**config.mk**
```make
export PLATFORM = sky130hd
export DESIGN_NAME = mdpc_bf_decoder
export DESIGN_NICKNAME = d
export VERILOG_FILES = /design/src/rtl/mdpc_pkg.sv /design/src/rtl/mdpc_pos_ctr.sv /design/src/rtl/mdpc_upc_count.sv /design/src/rtl/mdpc_bf_decoder.sv
export SDC_FILE = /design/constraint.sdc
export NUM_CORES = 2
export LEC_CHECK = 0
export BUFFER_PORTS_ARGS = -buffer_cell sky130_fd_sc_hd__buf_2
export CAP_MARGIN = 10
export CORE_UTILIZATION = 35
export CTS_BUF_LIST = sky130_fd_sc_hd__clkbuf_16
export DETAILED_ROUTE_END_ITERATION = 7
export GPL_TIMING_DRIVEN = 0
export PLACE_DENSITY_LB_ADDON = 0.1
export RECOVER_POWER = 25
export SLEW_MARGIN = 20
export SYNTH_ARGS = -nofsm -noshare
export SYNTH_HDL_FRONTEND = slang
export SYNTH_SLANG_ARGS = --single-unit
```
**constraint.sdc**
```tcl
create_clock -name clk_i -period 7.6 [get_ports clk_i]
set_clock_uncertainty 0.1 [all_clocks]
set_input_delay 0.76 -clock clk_i [delete_from_list [all_inputs] [get_ports clk_i]]
set_output_delay 0.76 -clock clk_i [all_outputs]
set_load 0.05 [all_outputs]
```
**src/rtl/mdpc_pkg.sv**
```systemverilog
package mdpc_pkg;
  typedef enum logic {ST_IDLE = 1'b0, ST_RUN = 1'b1} dec_state_e;
endpackage

```
**src/rtl/mdpc_pos_ctr.sv**
```systemverilog
module mdpc_pos_ctr #(
  parameter int R      = 101,
  parameter int W_HALF = 5,
  localparam int IDX_W = $clog2(R),
  localparam int BLK_W = W_HALF * IDX_W
) (
  input  logic             clk_i,
  input  logic             rst_ni,
  input  logic             load_i,
  input  logic [BLK_W-1:0] pos_i,
  input  logic             step_i,
  output logic [BLK_W-1:0] ctr_o
);
  logic [BLK_W-1:0] ctr_q;

  for (genvar j = 0; j < W_HALF; j++) begin : g_ctr
    logic [IDX_W:0]   inc;
    logic             keep;
    logic [IDX_W-1:0] nxt;
    // masked wrap: same logic path whether or not the counter rolls over
    assign inc  = {1'b0, ctr_q[j*IDX_W +: IDX_W]} + (IDX_W+1)'(1);
    assign keep = inc < (IDX_W+1)'(R);
    assign nxt  = inc[IDX_W-1:0] & {IDX_W{keep}};

    always_ff @(posedge clk_i or negedge rst_ni) begin
      if (!rst_ni)     ctr_q[j*IDX_W +: IDX_W] <= '0;
      else if (load_i) ctr_q[j*IDX_W +: IDX_W] <= pos_i[j*IDX_W +: IDX_W];
      else if (step_i) ctr_q[j*IDX_W +: IDX_W] <= nxt;
    end

    AST_CTR_RANGE: assert property (@(posedge clk_i) disable iff (!rst_ni)
      ctr_q[j*IDX_W +: IDX_W] < IDX_W'(R));
  end

  assign ctr_o = ctr_q;
endmodule

```
**src/rtl/mdpc_upc_count.sv**
```systemverilog
module mdpc_upc_count #(
  parameter int R      = 101,
  parameter int W_HALF = 5,
  localparam int IDX_W = $clog2(R),
  localparam int BLK_W = W_HALF * IDX_W,
  localparam int CNT_W = $clog2(W_HALF + 2)
) (
  input  logic [R-1:0]     syn_i,
  input  logic [BLK_W-1:0] ctr_i,
  output logic [CNT_W-1:0] cnt_o
);
  always_comb begin
    cnt_o = '0;
    for (int j = 0; j < W_HALF; j++)
      cnt_o = cnt_o + CNT_W'(syn_i[ctr_i[j*IDX_W +: IDX_W]]);
  end
endmodule

```
**src/rtl/mdpc_bf_decoder.sv**
```systemverilog
module mdpc_bf_decoder
  import mdpc_pkg::*;
#(
  parameter int R          = 101,
  parameter int W_HALF     = 5,
  parameter int ITERS      = 5,
  parameter bit EARLY_EXIT = 1'b0,
  localparam int IDX_W  = $clog2(R),
  localparam int N      = 2 * R,
  localparam int THR_W  = $clog2(W_HALF + 2),
  localparam int ITER_W = (ITERS > 1) ? $clog2(ITERS) : 1,
  localparam int BLK_W  = W_HALF * IDX_W,
  localparam int KEY_W  = 2 * BLK_W
) (
  input  logic              clk_i,
  input  logic              rst_ni,
  input  logic              thr_we_i,
  input  logic [ITER_W-1:0] thr_addr_i,
  input  logic [THR_W-1:0]  thr_data_i,
  input  logic [KEY_W-1:0]  key_pos_i,
  input  logic [N-1:0]      word_i,
  input  logic [R-1:0]      syn_i,
  input  logic              start_i,
  output logic              busy_o,
  output logic              done_o,
  output logic              ok_o,
  output logic [N-1:0]      word_o
);
  dec_state_e        state_q;
  logic [ITER_W-1:0] iter_q;
  logic              blk_q;
  logic [IDX_W-1:0]  k_q;
  logic [N-1:0]      word_q, word_nxt;
  logic [R-1:0]      syn_q, syn_nxt, row_mask;
  logic [KEY_W-1:0]  key_q;
  logic [THR_W-1:0]  thr_q [ITERS];
  logic [BLK_W-1:0]  ctr, load_pos;
  logic [THR_W-1:0]  upc;
  logic              run, accept, last_k, last_iter, end_iter, finish, flip;
  logic              ctr_load, ctr_step, done_q, ok_q;

  // threshold register file
  always_ff @(posedge clk_i or negedge rst_ni) begin
    if (!rst_ni) begin
      for (int i = 0; i < ITERS; i++) thr_q[i] <= '0;
    end else if (thr_we_i && !run && int'(thr_addr_i) < ITERS) begin
      thr_q[thr_addr_i] <= thr_data_i;
    end
  end

  assign run       = (state_q == ST_RUN);
  assign accept    = !run && start_i;
  assign last_k    = (k_q == IDX_W'(R - 1));
  assign last_iter = (iter_q == ITER_W'(ITERS - 1));
  assign end_iter  = run && last_k && blk_q;

  mdpc_upc_count #(.R(R), .W_HALF(W_HALF)) u_count (
    .syn_i (syn_q),
    .ctr_i (ctr),
    .cnt_o (upc)
  );

  // flip is masked, never branched; a clear syndrome freezes the data
  assign flip = run && (upc >= thr_q[iter_q]) && (|syn_q);

  always_comb begin
    row_mask = '0;
    for (int j = 0; j < W_HALF; j++) row_mask[ctr[j*IDX_W +: IDX_W]] = 1'b1;
  end

  assign syn_nxt = syn_q ^ (row_mask & {R{flip}});

  always_comb begin
    int bit_idx;
    bit_idx  = int'(k_q) + (blk_q ? R : 0);
    word_nxt = word_q;
    word_nxt[bit_idx] = word_q[bit_idx] ^ flip;
  end

  assign finish   = end_iter && (last_iter || (EARLY_EXIT && (syn_nxt == '0)));
  assign ctr_load = accept || (run && last_k && !finish);
  assign ctr_step = run && !last_k;
  assign load_pos = !run  ? key_pos_i[BLK_W-1:0] :
                    blk_q ? key_q[BLK_W-1:0] : key_q[KEY_W-1:BLK_W];

  mdpc_pos_ctr #(.R(R), .W_HALF(W_HALF)) u_ctr (
    .clk_i  (clk_i),
    .rst_ni (rst_ni),
    .load_i (ctr_load),
    .pos_i  (load_pos),
    .step_i (ctr_step),
    .ctr_o  (ctr)
  );

  always_ff @(posedge clk_i or negedge rst_ni) begin
    if (!rst_ni) begin
      state_q <= ST_IDLE;
      iter_q  <= '0;
      blk_q   <= 1'b0;
      k_q     <= '0;
      word_q  <= '0;
      syn_q   <= '0;
      key_q   <= '0;
      done_q  <= 1'b0;
      ok_q    <= 1'b0;
    end else begin
      done_q <= 1'b0;
      if (accept) begin
        state_q <= ST_RUN;
        iter_q  <= '0;
        blk_q   <= 1'b0;
        k_q     <= '0;
        word_q  <= word_i;
        syn_q   <= syn_i;
        key_q   <= key_pos_i;
        ok_q    <= 1'b0;
      end else if (run) begin
        word_q <= word_nxt;
        syn_q  <= syn_nxt;
        if (last_k) begin
          k_q   <= '0;
          blk_q <= ~blk_q;
          if (blk_q) iter_q <= iter_q + ITER_W'(1);
        end else begin
          k_q <= k_q + IDX_W'(1);
        end
        if (finish) begin
          state_q <= ST_IDLE;
          done_q  <= 1'b1;
          ok_q    <= (syn_nxt == '0);
        end
      end
    end
  end

  assign busy_o = run;
  assign done_o = done_q;
  assign ok_o   = ok_q;
  assign word_o = word_q;

  AST_UPC_MAX: assert property (@(posedge clk_i) disable iff (!rst_ni)
    upc <= THR_W'(W_HALF));
  AST_QUIET: assert property (@(posedge clk_i) disable iff (!rst_ni)
    (run && syn_q == '0) |=> ($stable(syn_q) && $stable(word_q)));
  AST_OK_MATCH: assert property (@(posedge clk_i) disable iff (!rst_ni)
    done_o |-> (ok_o == (syn_q == '0)));
  AST_HOLD: assert property (@(posedge clk_i) disable iff (!rst_ni)
    (!busy_o && !start_i) |=> $stable(word_o));
  AST_DONE_PULSE: assert property (@(posedge clk_i) disable iff (!rst_ni)
    done_o |=> !done_o);
  AST_BUSY_RISE: assert property (@(posedge clk_i) disable iff (!rst_ni)
    $rose(busy_o) |-> $past(start_i));
endmodule

```
==> results.json <==
{
  "grt_pass1_vias": 44500,
  "clk_latency_ns": 0.71,
  "num_rows": 118,
  "cts_tree": "done",
  "synth-simple-area-share_pct": 21.3,
  "synth-seq-cells": 437,
  "syn_area_sq_mm": 0.0366,
  "wl_per_cell_microns": 40.8,
  "seq_area_frac_synth_pct": 29.9,
  "cts_made_buffers": 54,
  "stdcell_area_sq_mm": 0.0449,
  "area_growth_syn_to_layout_pct": 22.8,
  "first_pass_iters": 8,
  "setup_slack_ns": -0.0829,
  "max-slew-margin-rel_pct": -137,
  "initialDrtViolationCount": 7710,
  "synthXorXnorAreaFrac_pct": 2.85,
  "min_to": "key_q[50]$_DFFE_PN0P_",
  "fin_hold_ws_ns": 0.140,
  "fin_crit_sh_pct": 101,
  "critical_path_peak_fanout": 10,
  "grt.total_usage_pct": 50.2,
  "synth_top_family_by_area": "compound AO/OA/AOI/OAI gates",
  "violations": "design-rule violations, max-capacitance violations, max-slew violations, negative setup slack",
  "muxShareOfSynthArea_pct": 9.52,
  "cp.required_ns": 8.14,
  "drive_gt1_share_pct": 21.2,
  "path_cells": "clkbuf_1, nand3b_1, clkbuf_2, clkbuf_1, o22ai_1, nor4_1, mux4_2, nor2b_1, a31oi_1, a21oi_1, ha_1, fa_1, ha_1, a21oi_2, nor2b_2, o221ai_2, buf_6, buf_6, o21ai_0, a22oi_1, nand4_1, nor4_4, a32o_1",
  "die_area_sq_mm": 0.106,
  "dp_hpwl_microns": 213000,
  "status": "finished with violations",
  "die_x_microns": 325,
  "num_vias": 47700,
  "cpMaxStageDelayCell": "nor4_4",
  "vias_per_cell": 7.03,
  "clkTransAtPathRegs_ns": 0.06,
  "fp.dieH_microns": 325,
  "synthFlopType": "dfrtp_1",
  "max_freq_mhz": 130,
  "place_area_sq_mm": 0.0422,
  "syn_nets": 5041,
  "end_kind": "register",
  "yosysWarnings": 0,
  "start_util_pct": 35.3,
  "hold_viol": 0,
  "worst_pin_slew_ns": 3.56,
  "min_from": "key_pos_i[50]",
  "finalMaxSlewViolations": 114,
  "grt_remaining_overflow": 0,
  "rr_endpoint": "ok_o$_DFFE_PN0P_",
  "whs_path_depth": 3,
  "worstReg2RegStart": "u_ctr.ctr_o[22]$_DFFE_PN0P_",
  "synth_cells": 4637,
  "startpoint_type": "register",
  "cts_htree_levels": 2,
  "synth_compound_area_share_pct": 29.1,
  "fin_crit_ns": 7.68,
  "cp.arrival_ns": 8.22,
  "drt_wl_total_microns": 277000,
  "root_buffer": "clkbuf_16",
  "antenna_found_initial": 35,
  "detail-route-antenna-nets": 0,
  "rsz0062_at_grt": "false",
  "drc": 9,
  "ff2ff_path_depth": 23,
  "globalplace.congestion": 1.11,
  "yosysUniqueCellTypes": 84,
  "grt_pass1_wl_microns": 372000,
  "crit_path_max_incr_delay_ns": 0.73,
  "critical_path_class": "register to register",
  "max_cap_violations": 2,
  "synth-adder-area-share_pct": 0.759,
  "cts_buffer_depth": 3,
  "cts_sinks": 437,
  "io_buffers": 586,
  "setup_viol": 1,
  "synth_area_per_cell_sq_um": 7.89,
  "grt_max_degree": 90,
  "synthArstFlopShare_pct": 100,
  "synth-edff-count": 0,
  "hold_path.class": "input pin to register",
  "r2r_slack_ns": -0.08,
  "io_pins": 588,
  "final_nets": 5748,
  "core_area_sq_mm": 0.103
}
worst max-delay path, delay by kind of cell, from the launching register on:
kind                     cells  cell delay (ns)
flip-flops                   1             0.39
AO/OA/AOI/OAI                8             1.61
AND/OR/NAND/NOR              6             2.03
buffers and inverters        5             2.00
multiplexers                 1             0.46
adder cells (fa/ha/maj)      3             0.95
layer usage:
layer / up-vias / GRT usage (%) / wire [microns]
met5: - / 0.725 / 253
met4: 28 / 42.6 / 29700
met3: 1285 / 16.1 / 33600
met2: 4082 / 74.0 / 115000
met1: 23300 / 59.2 / 98300
li1: 19000 / - / -
how the worst max path moves through the flow:
| stage | slack, ns | startpoint | endpoint | depth (start not counted) |
|---|---|---|---|---|
| floorplan | 1.21 | u_ctr.ctr_o[8]$_DFFE_PN0P_ | ok_o$_DFFE_PN0P_ | 25 |
| global placement | -4.69 | u_ctr.ctr_o[7]$_DFFE_PN0P_ | ok_o$_DFFE_PN0P_ | 24 |
| detailed placement | -4.34 | u_ctr.ctr_o[7]$_DFFE_PN0P_ | ok_o$_DFFE_PN0P_ | 26 |
| CTS | 0.006 | u_ctr.ctr_o[14]$_DFFE_PN0P_ | ok_o$_DFFE_PN0P_ | 24 |
| global route | 0.005 | u_ctr.ctr_o[28]$_DFFE_PN0P_ | ok_o$_DFFE_PN0P_ | 22 |
| finish | -0.08 | u_ctr.ctr_o[22]$_DFFE_PN0P_ | ok_o$_DFFE_PN0P_ | 23 |
cell usage in the layout (no fill, tap or decap), types with 28 or more instances in the layout:
cell type and count:
a222oi_1 33, o22ai_1 228, nor3_1 44, mux4_2 69, a31oi_1 197, inv_1 73
o31ai_1 48, nand3_1 42, nand4_1 54, clkbuf_1 352, buf_2 620, a22oi_1 203
nor2_1 372, o21ai_0 231, dfrtp_1 432, and3_1 39, nor4_1 71, o211a_1 57
clkbuf_2 38, buf_1 44, clkbuf_16 56, buf_4 83, a21oi_1 414, xnor2_1 95
nand2_1 566, nor4b_1 32, or3_1 28, mux2i_1 167
stage by stage:
stage / util, % / TNS (ns) / std cells / worst slack [ns]
floorplan: - / 0 / 4637 / 1.21
global placement: 39.8 / -2673.12 / 6603 / -4.69
detailed placement: 40.8 / -707.85 / 6664 / -4.34
CTS: 43.1 / 0 / 6760 / 0.00557
global route: 43.4 / 0 / 6772 / 0.00544
finish: 43.4 / -0.0829 / 6785 / -0.0829
cell usage after synthesis, types with 20 or more instances:
master | instances | area share, %
a211o_1 | 27 | 0.65
a211oi_1 | 31 | 0.64
a21o_1 | 25 | 0.51
a21oi_1 | 420 | 5.7
a222oi_1 | 33 | 0.90
a22o_1 | 21 | 0.50
a22oi_1 | 205 | 4.2
a31oi_1 | 197 | 3.4
and3_1 | 41 | 0.70
buf_1 | 52 | 0.53
buf_2 | 28 | 0.38
clkbuf_1 | 455 | 4.7
dfrtp_1 | 437 | 30
inv_1 | 65 | 0.67
mux2_2 | 21 | 0.65
mux2i_1 | 169 | 4.6
mux4_2 | 69 | 4.2
nand2_1 | 566 | 5.8
nand3_1 | 44 | 0.60
nand3b_1 | 22 | 0.45
nand4_1 | 54 | 0.92
nor2_1 | 374 | 3.8
nor3_1 | 62 | 0.85
nor3b_1 | 25 | 0.51
nor4_1 | 81 | 1.4
nor4b_1 | 43 | 1.0
nor4bb_1 | 27 | 0.74
o211a_1 | 57 | 1.6
o21ai_0 | 236 | 3.2
o22ai_1 | 228 | 3.9
o31ai_1 | 48 | 0.99
o32ai_1 | 20 | 0.48
or3_1 | 29 | 0.50
xnor2_1 | 95 | 2.3
xor2_1 | 22 | 0.53
cell type report:
cell class | count | area, sq um
fillers | 10700 | 58600
multi-input cells | 3589 | 24000
flip-flops and latches | 437 | 10900
repair buffers | 677 | 3750
plain buffers | 520 | 2400
well taps | 1380 | 1730
clock buffers | 54 | 1350
clock inverters | 45 | 472
inverters | 65 | 244
diodes | 18 | 45.0
cell families (layout without fill, tap and decap cells):
family                     Yosys count  after routing
xor gates and xnor gates           118            118
and+or+nand+nor                   1538           1538
AOI/OAI and AO/OA                 1653           1653
adders and majority gates           21             21
muxes                              259            259
other                                0             18
DFF                                437            437
buffers and inverters              611           1361
sequential cells by signal, indices dropped and copies added (netlist names), 3 cells and up:
register / cells
u_ctr.ctr_o: 35
word_o: 202
k_q: 7
syn_q: 101
thr_q: 15
iter_q: 3
key_q: 70
timing repair:
action                                  4_1_cts  5_1_grt
gates resized for setup                     176       75
hold endpoints to repair                     53        0
cloned                                        0        1
endpoints found under the setup margin      304       32
hold buffers                                  1        0
buffers inserted                             16       13
pin swaps                                    11       12
Power is not shown: default switching activity piles up to over one toggle a cycle in this logic, so the estimate is an artifact.
